File: src/rtl/bsw_pkg.sv
`timescale 1ns/1ps
package bsw_pkg;
   localparam int unsigned BSW_MODE_W = 2;
   localparam logic [BSW_MODE_W-1:0] BSW_MODE_BLINK = 2'b10;

   typedef enum logic [1:0] {
      BSW_EV_NONE  = 2'd0,
      BSW_EV_ENTER = 2'd1,
      BSW_EV_TICK  = 2'd2,
      BSW_EV_SOFT  = 2'd3
   } bsw_event_e;
endpackage

File: src/rtl/bsw_period_sel.sv
`timescale 1ns/1ps
module bsw_period_sel #(
   parameter int unsigned PW = 8
) (
   input  logic [PW-1:0] per_a_i,
   input  logic [PW-1:0] per_b_i,
   input  logic          pick_b_i,
   output logic [PW-1:0] dwell_o
);
   localparam logic [PW-1:0] ONE = {{(PW-1){1'b0}}, 1'b1};

   logic [PW-1:0] raw;

   always_comb begin
      raw = pick_b_i ? per_b_i : per_a_i;
      // a zero period is taken as a one-frame dwell
      dwell_o = (raw == '0) ? ONE : raw;
   end
endmodule

File: src/rtl/bsw_dwell_counter.sv
`timescale 1ns/1ps
module bsw_dwell_counter #(
   parameter int unsigned PW = 8
) (
   input  logic          clk,
   input  logic          rst_n,
   input  logic          start_i,
   input  logic          tick_i,
   input  logic [PW-1:0] load_i,
   output logic          hit_o
);
   localparam int unsigned CW = PW + 1;
   localparam logic [CW-1:0] INC = {{(CW-1){1'b0}}, 1'b1};

   logic [PW-1:0] cnt_q;
   logic [PW-1:0] dwell_q;
   logic [CW-1:0] cnt_nxt;

   always_comb begin
      cnt_nxt = {1'b0, cnt_q} + INC;
      hit_o   = tick_i && (cnt_nxt == {1'b0, dwell_q});
   end

   always_ff @(posedge clk or negedge rst_n) begin
      if (!rst_n) begin
         cnt_q   <= '0;
         dwell_q <= {{(PW-1){1'b0}}, 1'b1};
      end else if (start_i) begin
         cnt_q   <= '0;
         dwell_q <= load_i;
      end else if (tick_i) begin
         if (hit_o) begin
            cnt_q   <= '0;
            dwell_q <= load_i;
         end else begin
            cnt_q <= cnt_nxt[PW-1:0];
         end
      end
   end
endmodule

File: src/rtl/bsw_sel_ctrl.sv
`timescale 1ns/1ps
module bsw_sel_ctrl
   import bsw_pkg::*;
(
   input  logic                  clk,
   input  logic                  rst_n,
   input  logic                  vsync_i,
   input  logic [BSW_MODE_W-1:0] mode_i,
   input  logic                  sw_sel_i,
   input  logic                  hit_i,
   output logic                  start_o,
   output logic                  tick_o,
   output logic                  pick_b_o,
   output logic                  sel_o,
   output logic                  strobe_o
);
   logic       run_q;
   logic       sel_q;
   logic       sel_d;
   logic       strobe_q;
   logic       blink;
   bsw_event_e ev;

   always_comb begin
      blink = (mode_i == BSW_MODE_BLINK);
      if (!vsync_i)       ev = BSW_EV_NONE;
      else if (!blink)    ev = BSW_EV_SOFT;
      else if (!run_q)    ev = BSW_EV_ENTER;
      else                ev = BSW_EV_TICK;

      start_o  = (ev == BSW_EV_ENTER);
      tick_o   = (ev == BSW_EV_TICK);
      // the next dwell belongs to buffer 1 only when leaving buffer 0
      pick_b_o = tick_o && !sel_q;

      unique case (ev)
         BSW_EV_SOFT:  sel_d = sw_sel_i;
         BSW_EV_ENTER: sel_d = 1'b0;
         BSW_EV_TICK:  sel_d = hit_i ? ~sel_q : sel_q;
         default:      sel_d = sel_q;
      endcase
   end

   always_ff @(posedge clk or negedge rst_n) begin
      if (!rst_n) begin
         run_q    <= 1'b0;
         sel_q    <= 1'b0;
         strobe_q <= 1'b0;
      end else begin
         if (vsync_i) run_q <= blink;
         sel_q    <= sel_d;
         strobe_q <= (sel_d != sel_q);
      end
   end

   assign sel_o    = sel_q;
   assign strobe_o = strobe_q;
endmodule

File: src/rtl/bsw_addr_out.sv
`timescale 1ns/1ps
module bsw_addr_out #(
   parameter int unsigned AW       = 32,
   parameter bit          ADDR_REG = 1'b0
) (
   input  logic          clk,
   input  logic          rst_n,
   input  logic          sel_i,
   input  logic [AW-1:0] addr0_i,
   input  logic [AW-1:0] addr1_i,
   output logic [AW-1:0] addr_o
);
   logic [AW-1:0] mux;
   assign mux = sel_i ? addr1_i : addr0_i;

   generate
      if (ADDR_REG) begin : g_reg
         logic [AW-1:0] addr_q;
         always_ff @(posedge clk or negedge rst_n) begin
            if (!rst_n) addr_q <= '0;
            else        addr_q <= mux;
         end
         assign addr_o = addr_q;
      end else begin : g_comb
         assign addr_o = mux;
      end
   endgenerate
endmodule

File: src/rtl/blink_buf_switch.sv
`timescale 1ns/1ps
module blink_buf_switch #(
   parameter int unsigned AW       = 32,
   parameter int unsigned PW       = 8,
   parameter bit          ADDR_REG = 1'b0
) (
   input  logic          clk,
   input  logic          rst_n,
   input  logic          vsync_i,
   input  logic [1:0]    mode_i,
   input  logic [PW-1:0] per_a_i,
   input  logic [PW-1:0] per_b_i,
   input  logic          sw_sel_i,
   input  logic [AW-1:0] addr0_i,
   input  logic [AW-1:0] addr1_i,
   output logic [AW-1:0] start_addr_o,
   output logic          buf_sel_o,
   output logic          switch_o
);
   generate
      if (PW < 1 || PW > 16) begin : g_bad_pw
         $error("blink_buf_switch: PW must lie in 1..16");
      end
      if (AW < 1 || AW > 64) begin : g_bad_aw
         $error("blink_buf_switch: AW must lie in 1..64");
      end
   endgenerate

   logic          start;
   logic          tick;
   logic          pick_b;
   logic          hit;
   logic [PW-1:0] dwell_load;

   bsw_sel_ctrl u_ctrl (
      .clk      (clk),
      .rst_n    (rst_n),
      .vsync_i  (vsync_i),
      .mode_i   (mode_i),
      .sw_sel_i (sw_sel_i),
      .hit_i    (hit),
      .start_o  (start),
      .tick_o   (tick),
      .pick_b_o (pick_b),
      .sel_o    (buf_sel_o),
      .strobe_o (switch_o)
   );

   bsw_period_sel #(.PW(PW)) u_per (
      .per_a_i  (per_a_i),
      .per_b_i  (per_b_i),
      .pick_b_i (pick_b),
      .dwell_o  (dwell_load)
   );

   bsw_dwell_counter #(.PW(PW)) u_cnt (
      .clk     (clk),
      .rst_n   (rst_n),
      .start_i (start),
      .tick_i  (tick),
      .load_i  (dwell_load),
      .hit_o   (hit)
   );

   bsw_addr_out #(.AW(AW), .ADDR_REG(ADDR_REG)) u_addr (
      .clk     (clk),
      .rst_n   (rst_n),
      .sel_i   (buf_sel_o),
      .addr0_i (addr0_i),
      .addr1_i (addr1_i),
      .addr_o  (start_addr_o)
   );
endmodule

File: config.mk
export PLATFORM = sky130hd
export DESIGN_NAME = blink_buf_switch
export DESIGN_NICKNAME = d
export VERILOG_FILES = /design/src/rtl/bsw_pkg.sv /design/src/rtl/bsw_period_sel.sv /design/src/rtl/bsw_dwell_counter.sv /design/src/rtl/bsw_sel_ctrl.sv /design/src/rtl/bsw_addr_out.sv /design/src/rtl/blink_buf_switch.sv
export SDC_FILE = /design/constraint.sdc
export NUM_CORES = 1
export LEC_CHECK = 0
export ABC_AREA = 1
export BUFFER_PORTS_ARGS = -buffer_cell sky130_fd_sc_hd__buf_2
export CAP_MARGIN = 20
export CORE_MARGIN = 1.5
export CORE_UTILIZATION = 47
export DETAILED_ROUTE_END_ITERATION = 16
export PLACE_DENSITY = 0.88
export SLEW_MARGIN = 20
export SYNTH_ARGS = -nofsm -noshare
export SYNTH_HDL_FRONTEND = slang
export SYNTH_HIERARCHICAL = 1
export SYNTH_SLANG_ARGS = --single-unit
File: constraint.sdc
create_clock -name clk -period 3.6 [get_ports clk]
set_clock_uncertainty 0.2 [all_clocks]
set_input_delay 0.72 -clock clk [delete_from_list [all_inputs] [get_ports clk]]
set_output_delay 0.72 -clock clk [all_outputs]
set_load 0.05 [all_outputs]
==> results of run 1 <==
## power groups by stage
stage | clock network, mW | logic, mW | registers [mW]
6_report | 0.151 | 0.502 | 0.308
4_1_cts | 0.155 | 0.504 | 0.307
5_1_grt | 0.161 | 0.553 | 0.316
2_1_floorplan | 0 | 0.390 | 0.305
3_5_place_dp | 0 | 0.502 | 0.312
3_3_place_gp | 0 | 0.491 | 0.310
## layout make-up
class,count,area (µm²)
timing repair buffer,122,618
tap,50,62.6
clock buffer,4,45.0
multi-input combinational,257,1160
inverter,40,165
sequential,19,477
fill,381,1440
## per-stage QoR
step	instance area, µm²	total power, mW
6_report	2530	0.961
3_5_place_dp	2480	0.814
3_3_place_gp	2480	0.801
2_1_floorplan	1930	0.695
4_1_cts	2530	0.967
5_1_grt	2530	1.03
## critical path: cells and delay by family, from the launching register on
kind	cells	cell delay [ns]
DFF	1	0.83
buffers and inverters	2	0.61
and+or+nand+nor	2	0.17
## flip-flops by register name, indices dropped and copies added, names as in the netlist
signal,flops
u_cnt/cnt_q,8
u_cnt/dwell_q,8
u_ctrl/run_q,1
u_ctrl/sel_o,1
u_ctrl/strobe_o,1
## cell families after synthesis
logic type / count (synthesis) / synth area share [%]
compound gates: 5 / 1.69
xor+xnor: 1 / 0.455
fa+ha+maj: 1 / 0.649
buf+inv: 51 / 15.1
flops: 19 / 24.7
mux: 1 / 0.520
simple gates: 249 / 56.9
## final timing paths
path	to	slack (ns)	startpoint
hold / removal	u_cnt/cnt_q[2]	0.19	rst_n
hold reg to reg	u_cnt/dwell_q[0]	0.31	u_cnt/dwell_q[0]
setup reg to reg	u_ctrl/strobe_o	0.97	u_cnt/cnt_q[0]
setup / recovery	start_addr_o[18]	0.81	u_ctrl/sel_o
min in group clk	u_cnt/dwell_q[0]	0.31	u_cnt/dwell_q[0]
max in group asynchronous	u_cnt/dwell_q[0]	2.68	rst_n
## Yosys cell counts
library cell	instances	area, µm²
buf_12	1	20.0
nand4_1	2	12.5
nand2_2	14	87.6
dfstp_2	1	26.3
a21oi_1	1	5.00
nand3b_1	4	30.0
clkinv_1	1	3.75
ha_1	1	12.5
inv_8	2	22.5
mux2i_1	1	10.0
o21bai_1	2	15.0
buf_6	5	56.3
nand3_1	17	85.1
o21a_1	1	7.51
nand3_4	1	17.5
clkbuf_1	2	7.51
clkbuf_8	3	41.3
nor2_1	16	60.1
nand3_2	9	90.1
o21ai_0	1	5.00
nand2_1	182	683
xor2_1	1	8.76
nor2_4	1	11.3
nor2_2	3	18.8
inv_1	35	131
inv_2	2	7.51
dfrtp_1	18	450
## layer usage
metal | vias up | wire (µm)
li1 | 1206 | -
met1 | 969 | 2090
met2 | 80 | 2540
met3 | 2 | 372
met4 | 0 | 19
met5 | - | 0
==> out/metrics.csv, run 1 <==
metric;value;unit
run_status;finished, final reports clean;
power.share.switching;49.4;%
drt_iter0_drc;55;
finalWorstSetupSlack;0.813;ns
worstSetupPathType;register to output pin;
crit_path_max_fanout;21;
drive_above_1_share;35.7;%
die_area;4490;µm²
globalRoute.totalOverflow;0;
nets_final;530;
die-width;67.0;µm
post_cts_resized;0;
tightest_slew;0.744;ns
post_dp_hpwl;4100;µm
timing.critical_path.slowest_cell_delay;0.83;ns
route.detailed.wl_per_inst;10.2;µm
final_hold_violations;0;
num_vias;2257;
pre_cts_slack;0.724;ns
total_switching_power;0.475;mW
place_congestion;0.867;
start_kind;register;
detailedRoute.firstPassIterationCount;4;
layoutNonFillerInstCount;492;
synthesis.area;1930;µm²
power.share.sequential;32.0;%
tns;0;ns
min-delay-path-class;primary input to asynchronous set/reset pin;
cts.sink_count;19;
rr_worst_depth;16;
combinationalPowerShare;52.3;%
groute.layer.met1.usage;26.1;%
cts_inserted_buffers;3;
gr-max-usage-layer;met2;
powerDensity;380;nW/µm²
achievable-frequency;359;MHz
ir_worst_vdd;0.174;mV
most_used_cells_in_the_layout_excluding_fill_and_tap_cells;nand2_1, buf_2, inv_1;
crit_top_cell;nand2_1;
start_util;48.5;%
grt_use_met3;3.72;%
total_leakage_power;1.62;nW
required;2.68;ns
cell_chain_of_the_critical_path;buf_4 > nand2_1 > nand2_1 > buf_2;
grt_first_pass_wirelength;8290;µm
grt_start_max_net_pins;33;
pin_count;120;
area.growth.synth_to_final;31.2;%
final_core_utilization;63.6;%
groute.layer.met2.usage;46.0;%
clkLatencyLatePin;0.26;ns
dp.cells;488;
slew_viol_final;0;
placement_rows;23;
grt_usage;23.6;%
seq_area_frac_synth;24.7;%
post-route-period-util;77.4;%
ratio_of_routed_vias_to_standard_cells;4.59;
number_of_hold_buffers_added_after_cts;0;
endpoint_class_of_the_critical_path;output pin;
drc_errors;0;
die_h;67.0;µm
post_cts.repair.setup_buffers;0;
grt_pass1_vias;2052;
critical_path_arrival;1.87;ns
cap_viol_max_count;0;
port_buffers;119;
synth_nets;414;
final_setup_violating_endpoints;0;
ctsRootBufferMaster;clkbuf_8;
final.hold.worst_slack;0.186;ns
htreeDepth;1;
antenna_violations_before_repair;0;
internal-power;0.487;mW
finalWirelength;5020;µm
worst_setup_hold_path_clk_slew;0.07;ns
mostFrequentLayoutCell;nand2_1;
core_region_area;3970;µm²
power.share.clock;15.7;%
cts_tree;built;
relSlewSlack;50.4;%
synth-warning-count;6;
cts_buffer_depth;2;
final_period_minus_worst_setup_slack;2.79;ns
synth.lib_cells_used.distinct;27;
synth.avg_cell_area;5.89;µm²
rsz0062_at_grt;false;
drtAntennaViolNets;0;
gate_count_post_synth;327;
antenna_cells_inserted;0;
timing.critical_path.slowest_stage_cell;dfrtp_1;
synth-seq-cells;19;
(Power assumes the default switching activity.)
==> inputs of run 2 (changes only) <==
CORE_UTILIZATION = 39   (was 47)
PLACE_DENSITY = 0.78   (was 0.88)
clock period = 2.43 ns   (was 3.6 ns; I/O delays follow)
==> run 2 against run 1 <==
- sequential power is 48% higher
- largest cell class unchanged
- design area is 4.6% higher
- via count is 3.1% higher
- critical path type is now register to register
- routed wire length is 4.2% higher
- critical endpoint is now u_ctrl/strobe_o
- core utilization is 8.1 points lower
==> out/metrics.csv, run 2 (synthesis gave the netlist of run 1 again) <==
metric;value;unit;change
cts_buffer_depth;2;;unchanged
cts.sink_count;19;;unchanged
rsz0062_at_grt;false;;unchanged
dp.cells;510;;was 488
die_h;73.3;µm;was 67.0 µm
globalRoute.totalOverflow;0;;unchanged
tightest_slew;0.844;ns;was 0.744 ns
placed_cell_area;2540;µm²;was 2480 µm²
start_kind;register;;unchanged
die_area;5370;µm²;was 4490 µm²
pre_cts_slack;0.00709;ns;was 0.724 ns
cell_chain_of_the_critical_path;buf_4 > nand2_1 > nor2_4 > buf_4 > nand3_1 > nand2_1 > nand2_1 > nand2_1 > nand2_1 > inv_2 > nand3_4 > inv_2 > inv_1 > nand2_1 > nand2_1 > nand2_1 > nand2_1 > nand3_1 > nand2_1;;was buf_4 > nand2_1 > nand2_1 > buf_2
ctsRootBufferMaster;clkbuf_8;;unchanged
pin_count;120;;unchanged
nets_final;538;;was 530
post-route-period-util;90.4;%;
relSlewSlack;43.5;%;was 50.4%
ratio_of_routed_vias_to_standard_cells;4.50;;was 4.59
internal-power;0.734;mW;was 0.487 mW
worst_setup_hold_path_clk_slew;0.08;ns;was 0.07 ns
finalWirelength;5230;µm;was 5020 µm
timing.critical_path.slowest_stage_cell;dfrtp_1;;unchanged
crit_path_max_fanout;5;;was 21
worstSetupPathType;register to register;;was register to output pin
port_buffers;119;;unchanged
final_period_minus_worst_setup_slack;2.20;ns;
combinationalPowerShare;52.7;%;was 52.3%
fin_area;2640;µm²;was 2530 µm²
grt_usage;19.2;%;was 23.6%
final_hold_violations;0;;unchanged
core_region_area;4750;µm²;was 3970 µm²
drive_above_1_share;38.2;%;was 35.7%
ir_worst_vdd;0.228;mV;was 0.174 mV
crit_top_cell;nand2_1;;unchanged
die-width;73.3;µm;was 67.0 µm
n_fill_cell;499;;was 381
buffer_and_inverter_count_on_the_worst_path;5;;was 2
total_switching_power;0.723;mW;was 0.475 mW
num_vias;2326;;was 2,257
grt_pass1_vias;2091;;was 2,052
detailedRoute.firstPassIterationCount;4;;unchanged
clkLatencyLatePin;0.27;ns;was 0.26 ns
endpoint_class_of_the_critical_path;register;;was output pin
min-delay-path-class;primary input to register;;was primary input to asynchronous set/reset pin
finalWorstSetupSlack;0.234;ns;was 0.813 ns
timing.critical_path.slowest_cell_delay;0.41;ns;was 0.83 ns
antenna_cells_inserted;0;;unchanged
power.share.clock;16.0;%;was 15.7%
tns;0;ns;unchanged
critical_path_arrival;2.16;ns;was 1.87 ns
drc_errors;0;;unchanged
run_status;finished, final reports clean;;unchanged
route.detailed.wl_per_inst;10.1;µm;was 10.2 µm
grt_first_pass_wirelength;8410;µm;was 8290 µm
achievable-frequency;455;MHz;
cts_tree;built;;unchanged
power.share.sequential;31.2;%;was 32.0%
cts_inserted_buffers;3;;unchanged
placement_rows;25;;was 23
most_used_cells_in_the_layout_excluding_fill_and_tap_cells;nand2_1, buf_2, inv_1;;unchanged
drt_iter0_drc;94;;was 55
mostFrequentLayoutCell;nand2_1;;unchanged
reg.largest.list;u_cnt/cnt_q x8, u_cnt/dwell_q x8;;unchanged
post_dp_hpwl;4110;µm;was 4100 µm
antenna_violations_before_repair;0;;unchanged
power.share.switching;49.6;%;was 49.4%
place_congestion;0.840;;was 0.867
worst_path_dominant_cell_family;simple AND/OR/NAND/NOR gates;;was flip-flops
area.growth.synth_to_final;37.1;%;was 31.2%
required;2.40;ns;was 2.68 ns
grt_start_max_net_pins;33;;unchanged
htreeDepth;1;;unchanged
final_setup_violating_endpoints;0;;unchanged
total_leakage_power;1.65;nW;was 1.62 nW
cap_viol_max_count;0;;unchanged
layoutNonFillerInstCount;517;;was 492
powerDensity;551;nW/µm²;was 380 nW/µm²
slew_viol_final;0;;unchanged
start_util;40.5;%;was 48.5%
final_core_utilization;55.6;%;was 63.6%
drtAntennaViolNets;0;;unchanged
## run 2: changes by cell type in the layout (fill, tap and decap cells not counted), sizes merged
cell and delta:
clkinvlp +1, buf +7, clkbuf -1, dlygate4sd3 +1
## run 2: worst register-to-register path, delay by kind of cell, from the launching register on
family | cells | cell delay, ns
buffers and inverters | 5 | 0.45
DFF | 1 | 0.41
and+or+nand+nor | 14 | 1.03
## run 2: area by class of cell
type / instances / area (µm²) / area share, %
flip-flops and latches: 19 / 477 / 18.0
inverters: 40 / 165 / 6.25
well taps: 67 / 83.8 / 3.17
clock buffers: 3 / 41.3 / 1.56
clock inverters: 1 / 7.51 / 0.284
multi-input cells: 257 / 1190 / 44.9
repair buffers: 130 / 681 / 25.8
## run 2: power by group through the flow
stage	logic (mW)	clock network [mW]	registers [mW]
2_1_floorplan	0.578	0	0.452
3_3_place_gp	0.747	0	0.451
3_5_place_dp	0.759	0	0.455
4_1_cts	0.765	0.239	0.449
5_1_grt	0.845	0.253	0.465
6_report	0.769	0.233	0.455
## run 2: path summary, 6_finish.rpt
| check | endpoint | slack [ns] | depth (start not counted) | from |
|---|---|---|---|---|
| min in group asynchronous | u_cnt/cnt_q[6] | 0.49 | 2 | rst_n |
| max in group asynchronous | u_cnt/dwell_q[0] | 1.22 | 2 | rst_n |
| min reg2reg | u_cnt/dwell_q[0] | 0.33 | 2 | u_cnt/dwell_q[0] |
| max reg2reg | u_ctrl/strobe_o | 0.23 | 19 | u_cnt/cnt_q[0] |
| max | u_ctrl/strobe_o | 0.23 | 19 | u_cnt/cnt_q[0] |
| min | u_ctrl/run_q | 0.28 | 2 | vsync_i |
## run 2: what timing repair did
| item | in CTS | in global routing |
|---|---|---|
| resized for setup | 0 | 7 |
| endpoints found under the setup margin | 0 | 4 |
| buffers inserted | 0 | 2 |
| hold buffers | 1 | 0 |
| hold endpoints to repair | 18 | 0 |
## run 2: through the flow
stage	power [mW]	hold slack (ns)
2_1_floorplan	1.03	-0.00959
3_3_place_gp	1.20	0.249
3_5_place_dp	1.21	0.250
4_1_cts	1.45	0.280
5_1_grt	1.56	0.293
6_report	1.46	0.278
## run 2: metal layers
metal,up-vias,routed length [µm],GRT usage (%)
met1,1003,2170,21.4
met3,11,346,2.06
met4,0,103,7.20
li1,1222,-,-
met2,90,2620,37.1
met5,-,0,0
==> inputs of run 3 (changes only) <==
--- a/constraint.sdc
+++ b/constraint.sdc
@@ -4,2 +4,2 @@
 set_output_delay 0.486 -clock clk [all_outputs]
-set_load 0.05 [all_outputs]
+set_load 0.1 [all_outputs]
==> run 3 against run 2 <==
- sequential share of layout area is 2.8 points lower
- critical path depth is 3 lower
- flip-flop and latch count stayed put
- combinational power is 70% higher
- count of clock-buffer cells in the layout stayed put
- maximum frequency is 3.1% lower
- largest cell class unchanged
- clock power is 3% lower
==> out/metrics.csv, run 3 (synthesis gave the netlist of run 1 again) <==
metric;value;unit;change
run_status;finished, final reports clean;;unchanged
endpoint_class_of_the_critical_path;register;;unchanged
die-width;73.3;µm;unchanged
globalRoute.totalOverflow;0;;unchanged
power.share.clock;11.3;%;was 16.0%
tns;0;ns;unchanged
pre_cts_slack;-0.0156;ns;was 0.00709 ns
pin_count;120;;unchanged
worst_path_dominant_cell_family;simple AND/OR/NAND/NOR gates;;unchanged
route.detailed.wl_per_inst;11.6;µm;was 10.1 µm
worst_setup_hold_path_clk_slew;0.08;ns;about the same
dp.cells;508;;was 510
crit_top_cell;nand2_1;;unchanged
placement_rows;25;;unchanged
critical_path_arrival;2.22;ns;was 2.16 ns
drtAntennaViolNets;0;;unchanged
min-delay-path-class;primary input to register;;unchanged
power.share.sequential;23.4;%;was 31.2%
port_buffers;119;;unchanged
finalWirelength;5960;µm;was 5230 µm
mostFrequentLayoutCell;nand2_1;;unchanged
nets_final;534;;was 538
final_period_minus_worst_setup_slack;2.27;ns;was 2.20 ns
post-route-period-util;93.3;%;was 90.4%
drt_iter0_drc;92;;was 94
finalWorstSetupSlack;0.163;ns;was 0.234 ns
die_area;5370;µm²;unchanged
detailedRoute.firstPassIterationCount;4;;unchanged
n_fill_cell;417;;was 499
worstSetupPathType;register to register;;unchanged
final_setup_violating_endpoints;0;;unchanged
grt_start_max_net_pins;34;;was 33
clkLatencyLatePin;0.26;ns;was 0.27 ns
grt_pass1_vias;2234;;was 2,091
final_core_utilization;66.3;%;was 55.6%
grt_first_pass_wirelength;9560;µm;was 8410 µm
cts_tree;built;;unchanged
reg.largest.list;u_cnt/cnt_q x8, u_cnt/dwell_q x8;;unchanged
final_hold_violations;0;;unchanged
grt_usage;22.2;%;was 19.2%
combinationalPowerShare;65.3;%;was 52.7%
buffer_and_inverter_count_on_the_worst_path;2;;was 5
slew_viol_final;0;;unchanged
num_vias;2387;;was 2,326
cts.sink_count;19;;unchanged
core_region_area;4750;µm²;unchanged
placed_cell_area;3080;µm²;was 2540 µm²
antenna_cells_inserted;0;;unchanged
cts_buffer_depth;2;;unchanged
ctsRootBufferMaster;clkbuf_8;;unchanged
start_util;40.5;%;unchanged
cap_viol_max_count;0;;unchanged
relSlewSlack;46.5;%;was 43.5%
drive_above_1_share;43.7;%;was 38.2%
total_leakage_power;1.79;nW;was 1.65 nW
powerDensity;634;nW/µm²;was 551 nW/µm²
achievable-frequency;441;MHz;was 455 MHz
place_congestion;0.832;;was 0.840
internal-power;0.948;mW;was 0.734 mW
total_switching_power;1.05;mW;was 0.723 mW
power.share.switching;52.6;%;was 49.6%
htreeDepth;1;;unchanged
post_dp_hpwl;4800;µm;was 4110 µm
fin_area;3150;µm²;was 2640 µm²
ir_worst_vdd;0.324;mV;was 0.228 mV
start_kind;register;;unchanged
crit_path_max_fanout;5;;unchanged
cts_inserted_buffers;3;;unchanged
cell_chain_of_the_critical_path;ha_2 > nand3_1 > o21bai_1 > nand2_1 > nand2_1 > nand2_1 > nor2_2 > nand3_4 > inv_1 > inv_1 > nand2_1 > nand2_1 > nand2_1 > nand2_1 > nand3_1 > nand2_1;;was buf_4 > nand2_1 > nor2_4 > buf_4 > nand3_1 > nand2_1 > nand2_1 > nand2_1 > nand2_1 > inv_2 > nand3_4 > inv_2 > inv_1 > nand2_1 > nand2_1 > nand2_1 > nand2_1 > nand3_1 > nand2_1
area.growth.synth_to_final;63.7;%;was 37.1%
die_h;73.3;µm;unchanged
timing.critical_path.slowest_stage_cell;dfrtp_1;;unchanged
timing.critical_path.slowest_cell_delay;0.38;ns;was 0.41 ns
antenna_violations_before_repair;0;;unchanged
drc_errors;0;;unchanged
required;2.39;ns;was 2.40 ns
post_cts.repair.setup_buffers;0;;unchanged
tightest_slew;0.800;ns;was 0.844 ns
ratio_of_routed_vias_to_standard_cells;4.65;;was 4.50
layoutNonFillerInstCount;513;;was 517
most_used_cells_in_the_layout_excluding_fill_and_tap_cells;nand2_1, buf_2, nand2_2;;was nand2_1, buf_2, inv_1
-- run 3: cell types whose count changed in the layout (fill, tap and decap cells not counted), moves of 2 or more --
cell	previous run	this run
inv_2	4	2
inv_1	33	35
nand2_2	14	44
nand2_1	182	152
buf_12	0	32
buf_4	10	6
buf_2	119	87
-- run 3: cell type report --
class                           instances  area (µm²)  area share (%)
Sequential cell                        19         480            15.2
Clock buffer                            3        41.3            1.31
Tap cell                               67        83.8            2.66
Timing Repair Buffer                  126        1130            35.9
Multi-Input combinational cell        257        1240            39.5
Clock inverter                          1        7.51           0.238
Inverter                               40         165            5.24
-- run 3: worst paths after layout --
path                                  start                to  slack, ns  depth (start not counted)
setup / recovery             u_cnt/cnt_q[1]   u_ctrl/strobe_o       0.16                         16
hold / removal                      vsync_i      u_ctrl/run_q       0.31                          2
setup reg to reg             u_cnt/cnt_q[1]   u_ctrl/strobe_o       0.16                         16
hold reg to reg            u_cnt/dwell_q[0]  u_cnt/dwell_q[0]       0.33                          2
max in group asynchronous             rst_n  u_cnt/dwell_q[0]       1.21                          2
min in group asynchronous             rst_n   u_ctrl/strobe_o       0.50                          2
-- run 3: routing by layer --
metal | track usage, % | vias to the layer above | part of all wire (%)
li1 | - | 1216 | -
met4 | 9.05 | 0 | 3.7
met5 | 0 | - | 0
met2 | 41.3 | 114 | 49
met3 | 5.21 | 20 | 7.7
met1 | 24.1 | 1037 | 40
-- run 3: timing repair --
action | in CTS | in global routing
resized for setup | 0 | 3
hold buffers | 1 | 0
hold endpoints to repair | 18 | 0
endpoints found under the setup margin | 0 | 5
-- run 3: power groups by stage --
stage / logic (mW) / clock network (mW) / registers, mW
after floorplan: 0.863 / 0 / 0.467
after global placement: 1.28 / 0 / 0.464
after detailed placement: 1.30 / 0 / 0.467
after CTS: 1.31 / 0.230 / 0.464
after global routing: 1.38 / 0.246 / 0.478
final: 1.31 / 0.226 / 0.469
-- run 3: metrics by stage --
stage               hold slack (ns)  total power, mW
global route                  0.294             2.10
finish                        0.313             2.00
global placement              0.240             1.75
CTS                           0.303             2.00
floorplan                  -0.00959             1.33
detailed placement            0.241             1.77
-- run 3: worst register-to-register path: stages (launching register included) --
cell and delay (ns):
dfrtp_1 0.38, ha_2 0.24, nand3_1 0.15, o21bai_1 0.23
nand2_1 0.10, nand2_1 0.06, nand2_1 0.06, nor2_2 0.16
nand3_4 0.09, inv_1 0.08, inv_1 0.05, nand2_1 0.06
nand2_1 0.06, nand2_1 0.08, nand2_1 0.07, nand3_1 0.07
nand2_1 0.05
